`config.mk`:
```
export PLATFORM = sky130hd
export DESIGN_NAME = eeprom_cfg_seq
export DESIGN_NICKNAME = d
export VERILOG_FILES = /design/src/rtl/eeprom_cfg_seq.sv
export SDC_FILE = /design/constraint.sdc
export NUM_CORES = 1
export LEC_CHECK = 0
export BUFFER_PORTS_ARGS = -buffer_cell sky130_fd_sc_hd__buf_2
export CAP_MARGIN = 20
export CELL_PAD_IN_SITES_DETAIL_PLACEMENT = 0
export CELL_PAD_IN_SITES_GLOBAL_PLACEMENT = 2
export CORE_ASPECT_RATIO = 1.2
export CORE_MARGIN = 2
export CORE_UTILIZATION = 35
export CTS_CLUSTER_DIAMETER = 100
export DETAILED_ROUTE_END_ITERATION = 6
export PLACE_DENSITY_LB_ADDON = 0.3
export SLEW_MARGIN = 10
export SYNTH_ARGS = -nofsm -noshare
export SYNTH_HDL_FRONTEND = slang
export SYNTH_SLANG_ARGS = --single-unit
```
`constraint.sdc`:
```
create_clock -name clk -period 2.8 [get_ports clk]
set_input_delay 0.56 -clock clk [delete_from_list [all_inputs] [get_ports clk]]
set_output_delay 0.56 -clock clk [all_outputs]
set_load 0.005 [all_outputs]
```
`src/rtl/eeprom_cfg_seq.sv`:
```
module eeprom_cfg_seq #(
  parameter int          DIV           = 2,
  parameter logic [5:0]  CFG_ADDR      = 6'h20,
  parameter logic [5:0]  GP_ADDR       = 6'h08,
  parameter int          RELOAD_BUDGET = 37500
) (
  input  logic        clk,
  input  logic        rst_n,
  input  logic        ctl_we,
  input  logic [15:0] ctl_wdata,
  output logic [15:0] ctl_rdata,
  input  logic        host_reg_we,
  output logic        reg_we_ok,
  output logic [2:0]  tgt_idx,
  output logic [5:0]  tgt_we,
  output logic [15:0] tgt_wdata,
  input  logic [15:0] tgt_rdata,
  output logic        ee_cs,
  output logic        ee_sk,
  output logic        ee_di,
  input  logic        ee_do
);

  localparam int DW = $clog2(DIV + 1);
  localparam int FW = 25;

  typedef enum logic [1:0] {S_IDLE, S_SHIFT, S_GAP, S_POLL} st_t;
  typedef enum logic [2:0] {C_GO, C_RD, C_EW, C_WR, C_PD} cmd_t;

  st_t           st;
  cmd_t          cmd, lcmd;
  logic          is_store, sel, cs, sk;
  logic [2:0]    idx, nidx, last_idx;
  logic [12:0]   other;
  logic [DW-1:0] div_cnt;
  logic [FW-1:0] sh, lsh;
  logic [4:0]    last, llast, nbits;
  logic [15:0]   rx;
  logic [5:0]    we_r, waddr;
  logic          launch, to_poll, fin;

  wire busy     = (st != S_IDLE);
  wire tick     = (div_cnt == DW'(DIV - 1));
  wire gap_done = (st == S_GAP) && tick && nbits[0];

  assign last_idx  = sel ? 3'd5 : (is_store ? 3'd1 : 3'd4);
  assign waddr     = (nidx == 3'd5) ? GP_ADDR : CFG_ADDR + {3'b000, nidx};
  assign ctl_rdata = busy ? 16'h0003 : {other, sel, 2'b00};
  assign reg_we_ok = host_reg_we & ~busy;
  assign tgt_idx   = idx;
  assign tgt_we    = we_r;
  assign tgt_wdata = rx;
  assign ee_cs     = cs;
  assign ee_sk     = sk;
  assign ee_di     = sh[FW-1];

  always_comb begin
    launch  = 1'b0;
    to_poll = 1'b0;
    fin     = 1'b0;
    nidx    = idx;
    lcmd    = C_RD;
    case (cmd)
      C_GO: begin launch = 1'b1; lcmd = is_store ? C_EW : C_RD; end
      C_EW: begin launch = 1'b1; lcmd = C_WR; end
      C_WR: to_poll = 1'b1;
      default:
        if (idx == last_idx) fin = 1'b1;
        else begin
          launch = 1'b1;
          nidx   = idx + 3'd1;
          lcmd   = is_store ? C_EW : C_RD;
        end
    endcase
    case (lcmd)
      C_EW:    begin lsh = {3'b100, 6'b110000, 16'h0000}; llast = 5'd8;  end
      C_WR:    begin lsh = {3'b101, waddr, tgt_rdata};    llast = 5'd24; end
      default: begin lsh = {3'b110, waddr, 16'h0000};     llast = 5'd24; end
    endcase
  end

  always_ff @(posedge clk or negedge rst_n) begin
    if (!rst_n) begin
      st <= S_GAP;  cmd <= C_GO;  is_store <= 1'b0;  sel <= 1'b0;
      idx <= 3'd0;  other <= '0;  cs <= 1'b0;  sk <= 1'b0;
      div_cnt <= '0;  sh <= '0;  last <= '0;  nbits <= '0;
      rx <= '0;  we_r <= '0;
    end else begin
      we_r    <= '0;
      div_cnt <= (st == S_IDLE || tick) ? '0 : div_cnt + 1'b1;
      case (st)
        S_IDLE:
          if (ctl_we) begin
            other <= ctl_wdata[15:3];
            sel   <= ctl_wdata[2];
            if (ctl_wdata[1] | ctl_wdata[0]) begin
              is_store <= ~ctl_wdata[1];
              idx      <= ctl_wdata[2] ? 3'd5 : 3'd0;
              cmd      <= C_GO;
              nbits    <= '0;
              st       <= S_GAP;
            end
          end
        S_SHIFT:
          if (tick) begin
            if (!sk) begin
              sk <= 1'b1;
              rx <= {rx[14:0], ee_do};
            end else begin
              sk <= 1'b0;
              if (nbits == last) begin
                cs    <= 1'b0;
                nbits <= '0;
                st    <= S_GAP;
                if (cmd == C_RD) we_r[idx] <= 1'b1;
              end else begin
                nbits <= nbits + 5'd1;
                sh    <= {sh[FW-2:0], 1'b0};
              end
            end
          end
        S_GAP:
          if (tick) begin
            nbits <= nbits + 5'd1;
            if (gap_done) begin
              if (launch) begin
                st <= S_SHIFT;  cs <= 1'b1;  sh <= lsh;  last <= llast;
                cmd <= lcmd;  idx <= nidx;  nbits <= '0;
              end else if (to_poll) begin
                st <= S_POLL;  cs <= 1'b1;
              end else if (fin) begin
                st <= S_IDLE;
              end
            end
          end
        default:
          if (tick && ee_do) begin
            cs <= 1'b0;  nbits <= '0;  cmd <= C_PD;  st <= S_GAP;
          end
      endcase
    end
  end

  logic [31:0] reload_cyc;
  always_ff @(posedge clk or negedge rst_n) begin
    if (!rst_n)              reload_cyc <= '0;
    else if (st == S_IDLE)   reload_cyc <= '0;
    else if (!is_store)      reload_cyc <= reload_cyc + 32'd1;
  end

  AST_RELOAD_BUDGET: assert property (@(posedge clk) disable iff (!rst_n)
    reload_cyc < 32'(RELOAD_BUDGET));
  AST_WE_ONEHOT: assert property (@(posedge clk) disable iff (!rst_n)
    $onehot0(tgt_we));
  AST_WE_NOT_IDLE: assert property (@(posedge clk) disable iff (!rst_n)
    (st == S_IDLE) |-> (tgt_we == 6'd0));
  AST_STORE_NO_WE: assert property (@(posedge clk) disable iff (!rst_n)
    (busy && is_store) |-> (tgt_we == 6'd0));
  AST_STORE_TARGETS: assert property (@(posedge clk) disable iff (!rst_n)
    (busy && is_store) |-> (idx == 3'd0 || idx == 3'd1 || idx == 3'd5));
  AST_SK_NEEDS_CS: assert property (@(posedge clk) disable iff (!rst_n)
    ee_sk |-> ee_cs);
  AST_DI_HELD: assert property (@(posedge clk) disable iff (!rst_n)
    (ee_sk && $past(ee_sk)) |-> $stable(ee_di));

endmodule

```
==> flow_summary.ini <==
[critical_path]
critical_path.max_stage_delay_ns = 0.58
r2r.worst_path.cells = 6
required_ns = 3.01
crit_path_start = sel
endpoint_kind = flop
critPathCapture = sh[12]
slowest_stage = or4b_4
path_max_fanout = 12
timing.rr.start = sel
worstPathCellList = or4b_4, a31oi_4, o22ai_1, o221ai_2, buf_4, o21ai_0
reg2reg_to = sh[12]
r2r_slack_ns = 0.36
crit_type = reg -> reg
arrival_ns = 2.64
cp-start-kind = flop

[global_route]
antenna_found_initial = 0
grt_start_max_net_pins = 51
grt_pass1_wl_mm = 15.3
grt.overflow.total = 0
grt_pass1_vias = 3041
grt_usage_pct = 16.2

[routing]
drtPass1Iterations = 6
drtAntennaViolNets = 0
wl_mm = 9.15
via_per_inst = 5.19
dr_total_vias = 3096
drc = 0
wl_per_cell_um = 15.3
drt_iter0_drc = 184

[place]
hpwl_mm = 6.49
place.gp.congestion = 0.821
pre_cts_slack_ns = 0.366
io_buffer_count = 81

[power_and_ir_drop]
vdd_drop_max_uv = 225
power.density_nw_per_um2 = 501
leakage_nw = 2.26

[worst_hold_path]
hp-class = in -> async

[logic_synthesis]
synth_seq_area_share_pct = 51.2
synth-main-ff-cell = dfrtp_1
synth_cells = 374
synth.distinct_cells = 59
synth_adder_area_share_pct = 2.21
synth.mux.area_fraction_pct = 10.2
async_reset_ff_share_pct = 100
yosysWarningCount = 0
avgSynthCellArea_sq_um = 10.6
synth_seq_cells = 81
synth_area_sq_um = 3970
syn_nets = 418
synth-edff-count = 0
synthXorXnorAreaFrac_pct = 0.442
synth_compound_area_share_pct = 17.6
synth-simple-area-share_pct = 14.5
synth_top_family_by_area = compound AO/OA/AOI/OAI gates

[timing]
setup_ws_ns = 0.363
fin_worst_skew_ns = 0.00675
hold_viol_final = 0
setup_viol = 0
fmax_ghz = 0.410
period_share_pct = 87.0
tightest_slew_ns = 0.689
fin_setup_tns_ns = 0
max_slew_margin_pct = 54.1
rsz0062_at_grt = no
slew_viol_final = 0
period_minus_slack_ns = 2.44

[die]
die_height_um = 121
row_count = 42
die_area_sq_um = 12200
start_util_pct = 35.9
pin_count = 82
die_w_um = 101
core-area_sq_um = 11000

[clock_network]
htree_num_levels = 3
cts_max_path_buffers = 2
hold_buffers = 0
cts-buffers-inserted = 9
cts_setup_buffers = 0
root_buffer = clkbuf_16
clk_latency_ns = 0.34
cts_sinks = 81
ctsResizeCount = 0
tritoncts = done
clkTransAtPathRegs_ns = 0.06

[status]
status = finished clean

[job]
maxCapViolCount = 0

[finish]
syn_to_final_growth_pct = 23.0
nets = 504
diodes = 0
drive_above_1_share_pct = 34.4
==> placed cells by master, fill, tap and decap left out, drive strengths merged, types with 4 or more instances in the layout <==
cell / netlist / final
a31oi: 7 / 7
nand2b: 4 / 4
ha: 7 / 7
nand3: 8 / 8
and2: 16 / 16
buf: 9 / 96
mux2: 34 / 34
dfrtp: 80 / 80
nor2: 16 / 16
o21ai: 38 / 38
a22oi: 15 / 15
a21oi: 13 / 13
inv: 13 / 15
nor3: 11 / 11
clkbuf: 12 / 11
nand2: 42 / 42
==> cell families (layout without fill, tap and decap cells) <==
kind of cell,Yosys count,in the layout
AND/OR/NAND/NOR,114,114
AO/OA/AOI/OAI,100,100
flip-flops,81,81
multiplexers,36,36
buffers and inverters,34,125
adder cells (fa/ha/maj),7,7
XOR/XNOR,2,2
==> where the power goes <==
group / switching [mW] / total [mW] / leakage [nW] / internal [mW]
combinational: 0.0628 / 0.116 / 1.07 / 0.0530
sequential: 0.0114 / 1.19 / 1.05 / 1.18
clock: 0.482 / 1.14 / 0.139 / 0.654
==> state kept, by name, summed over array words and instances, names as in the netlist, 2 cells and up <==
name and count:
tgt_we 6, st 2, other 13, tgt_wdata 16, last 2, sh 25, nbits 5, tgt_idx 3
div_cnt 2, cmd 3
==> metrics by stage <==
step | util, % | total power, mW | cells | cell area [sq um] | hold WS (ns)
3_5_place_dp | 41.6 | 1.33 | 581 | 4590 | 0.432
2_1_floorplan | - | 1.26 | 374 | 3970 | 0.264
5_1_grt | 44.2 | 2.54 | 597 | 4880 | 0.301
3_3_place_gp | 41.6 | 1.33 | 581 | 4590 | 0.419
4_1_cts | 44.2 | 2.48 | 597 | 4880 | 0.277
6_report | 44.2 | 2.44 | 597 | 4880 | 0.241
==> critical path, delay by kind of cell (launching register included) <==
kind / cells / cell delay [ns]
AO/OA/AOI/OAI: 4 / 1.01
buffers and inverters: 1 / 0.27
flip-flops: 1 / 0.45
AND/OR/NAND/NOR: 1 / 0.58
==> Yosys cell counts (2+ instances only) <==
library cell  instances  share of area [%]
buf_6                 2               0.57
a221oi_1              2               0.44
nor2_1               16                1.5
a31oi_1               5               0.79
a22oi_1              15                2.8
buf_1                 2               0.19
nor2b_1               3               0.47
o2bb2ai_1             2               0.44
dfrtp_1              80                 50
nand3_1               8                1.0
o21a_1                3               0.57
o21ai_1              13                1.6
mux2i_1               2               0.50
xnor2_1               2               0.44
a21oi_1              13                1.6
ha_1                  7                2.2
or2_2                 2               0.32
o22ai_1               3               0.47
nand2b_1              4               0.63
a31oi_4               2                1.1
nor3_1               11                1.4
mux2_2               34                9.7
and3_1                2               0.32
inv_1                13                1.2
nand2_1              41                3.9
o22a_1                2               0.44
clkbuf_1             12                1.1
and2_1               16                2.5
buf_4                 3               0.57
o21ai_0              24                3.0
buf_2                 2               0.25
==> area by class of cell <==
| cell class | count | area, sq um |
|---|---|---|
| Clock inverter | 5 | 37.5 |
| Tap cell | 132 | 165 |
| Timing Repair Buffer | 96 | 558 |
| Fill cell | 1099 | 6160 |
| Clock buffer | 11 | 253 |
| Multi-Input combinational cell | 259 | 1790 |
| Inverter | 13 | 48.8 |
| Sequential cell | 81 | 2030 |
==> worst min path at each step <==
| stage | end | slack (ns) | from |
|---|---|---|---|
| 6_report | tgt_wdata[4] | 0.24 | rst_n |
| 3_5_place_dp | div_cnt[0] | 0.43 | div_cnt[0] |
| 4_1_cts | tgt_wdata[4] | 0.28 | rst_n |
| 3_3_place_gp | div_cnt[0] | 0.42 | div_cnt[0] |
| 2_1_floorplan | cmd[0] | 0.26 | rst_n |
| 5_1_grt | tgt_wdata[4] | 0.30 | rst_n |
==> layer usage <==
| layer | vias to the layer above | GRT usage (%) | wire length (um) |
|---|---|---|---|
| li1 | 1511 | - | - |
| met1 | 1491 | 21.8 | 4250 |
| met2 | 82 | 24.9 | 4250 |
| met3 | 12 | 3.29 | 478 |
| met4 | 0 | 7.35 | 169 |
| met5 | - | 0 | 0 |
Note: power is estimated with default switching activity, not from simulation.
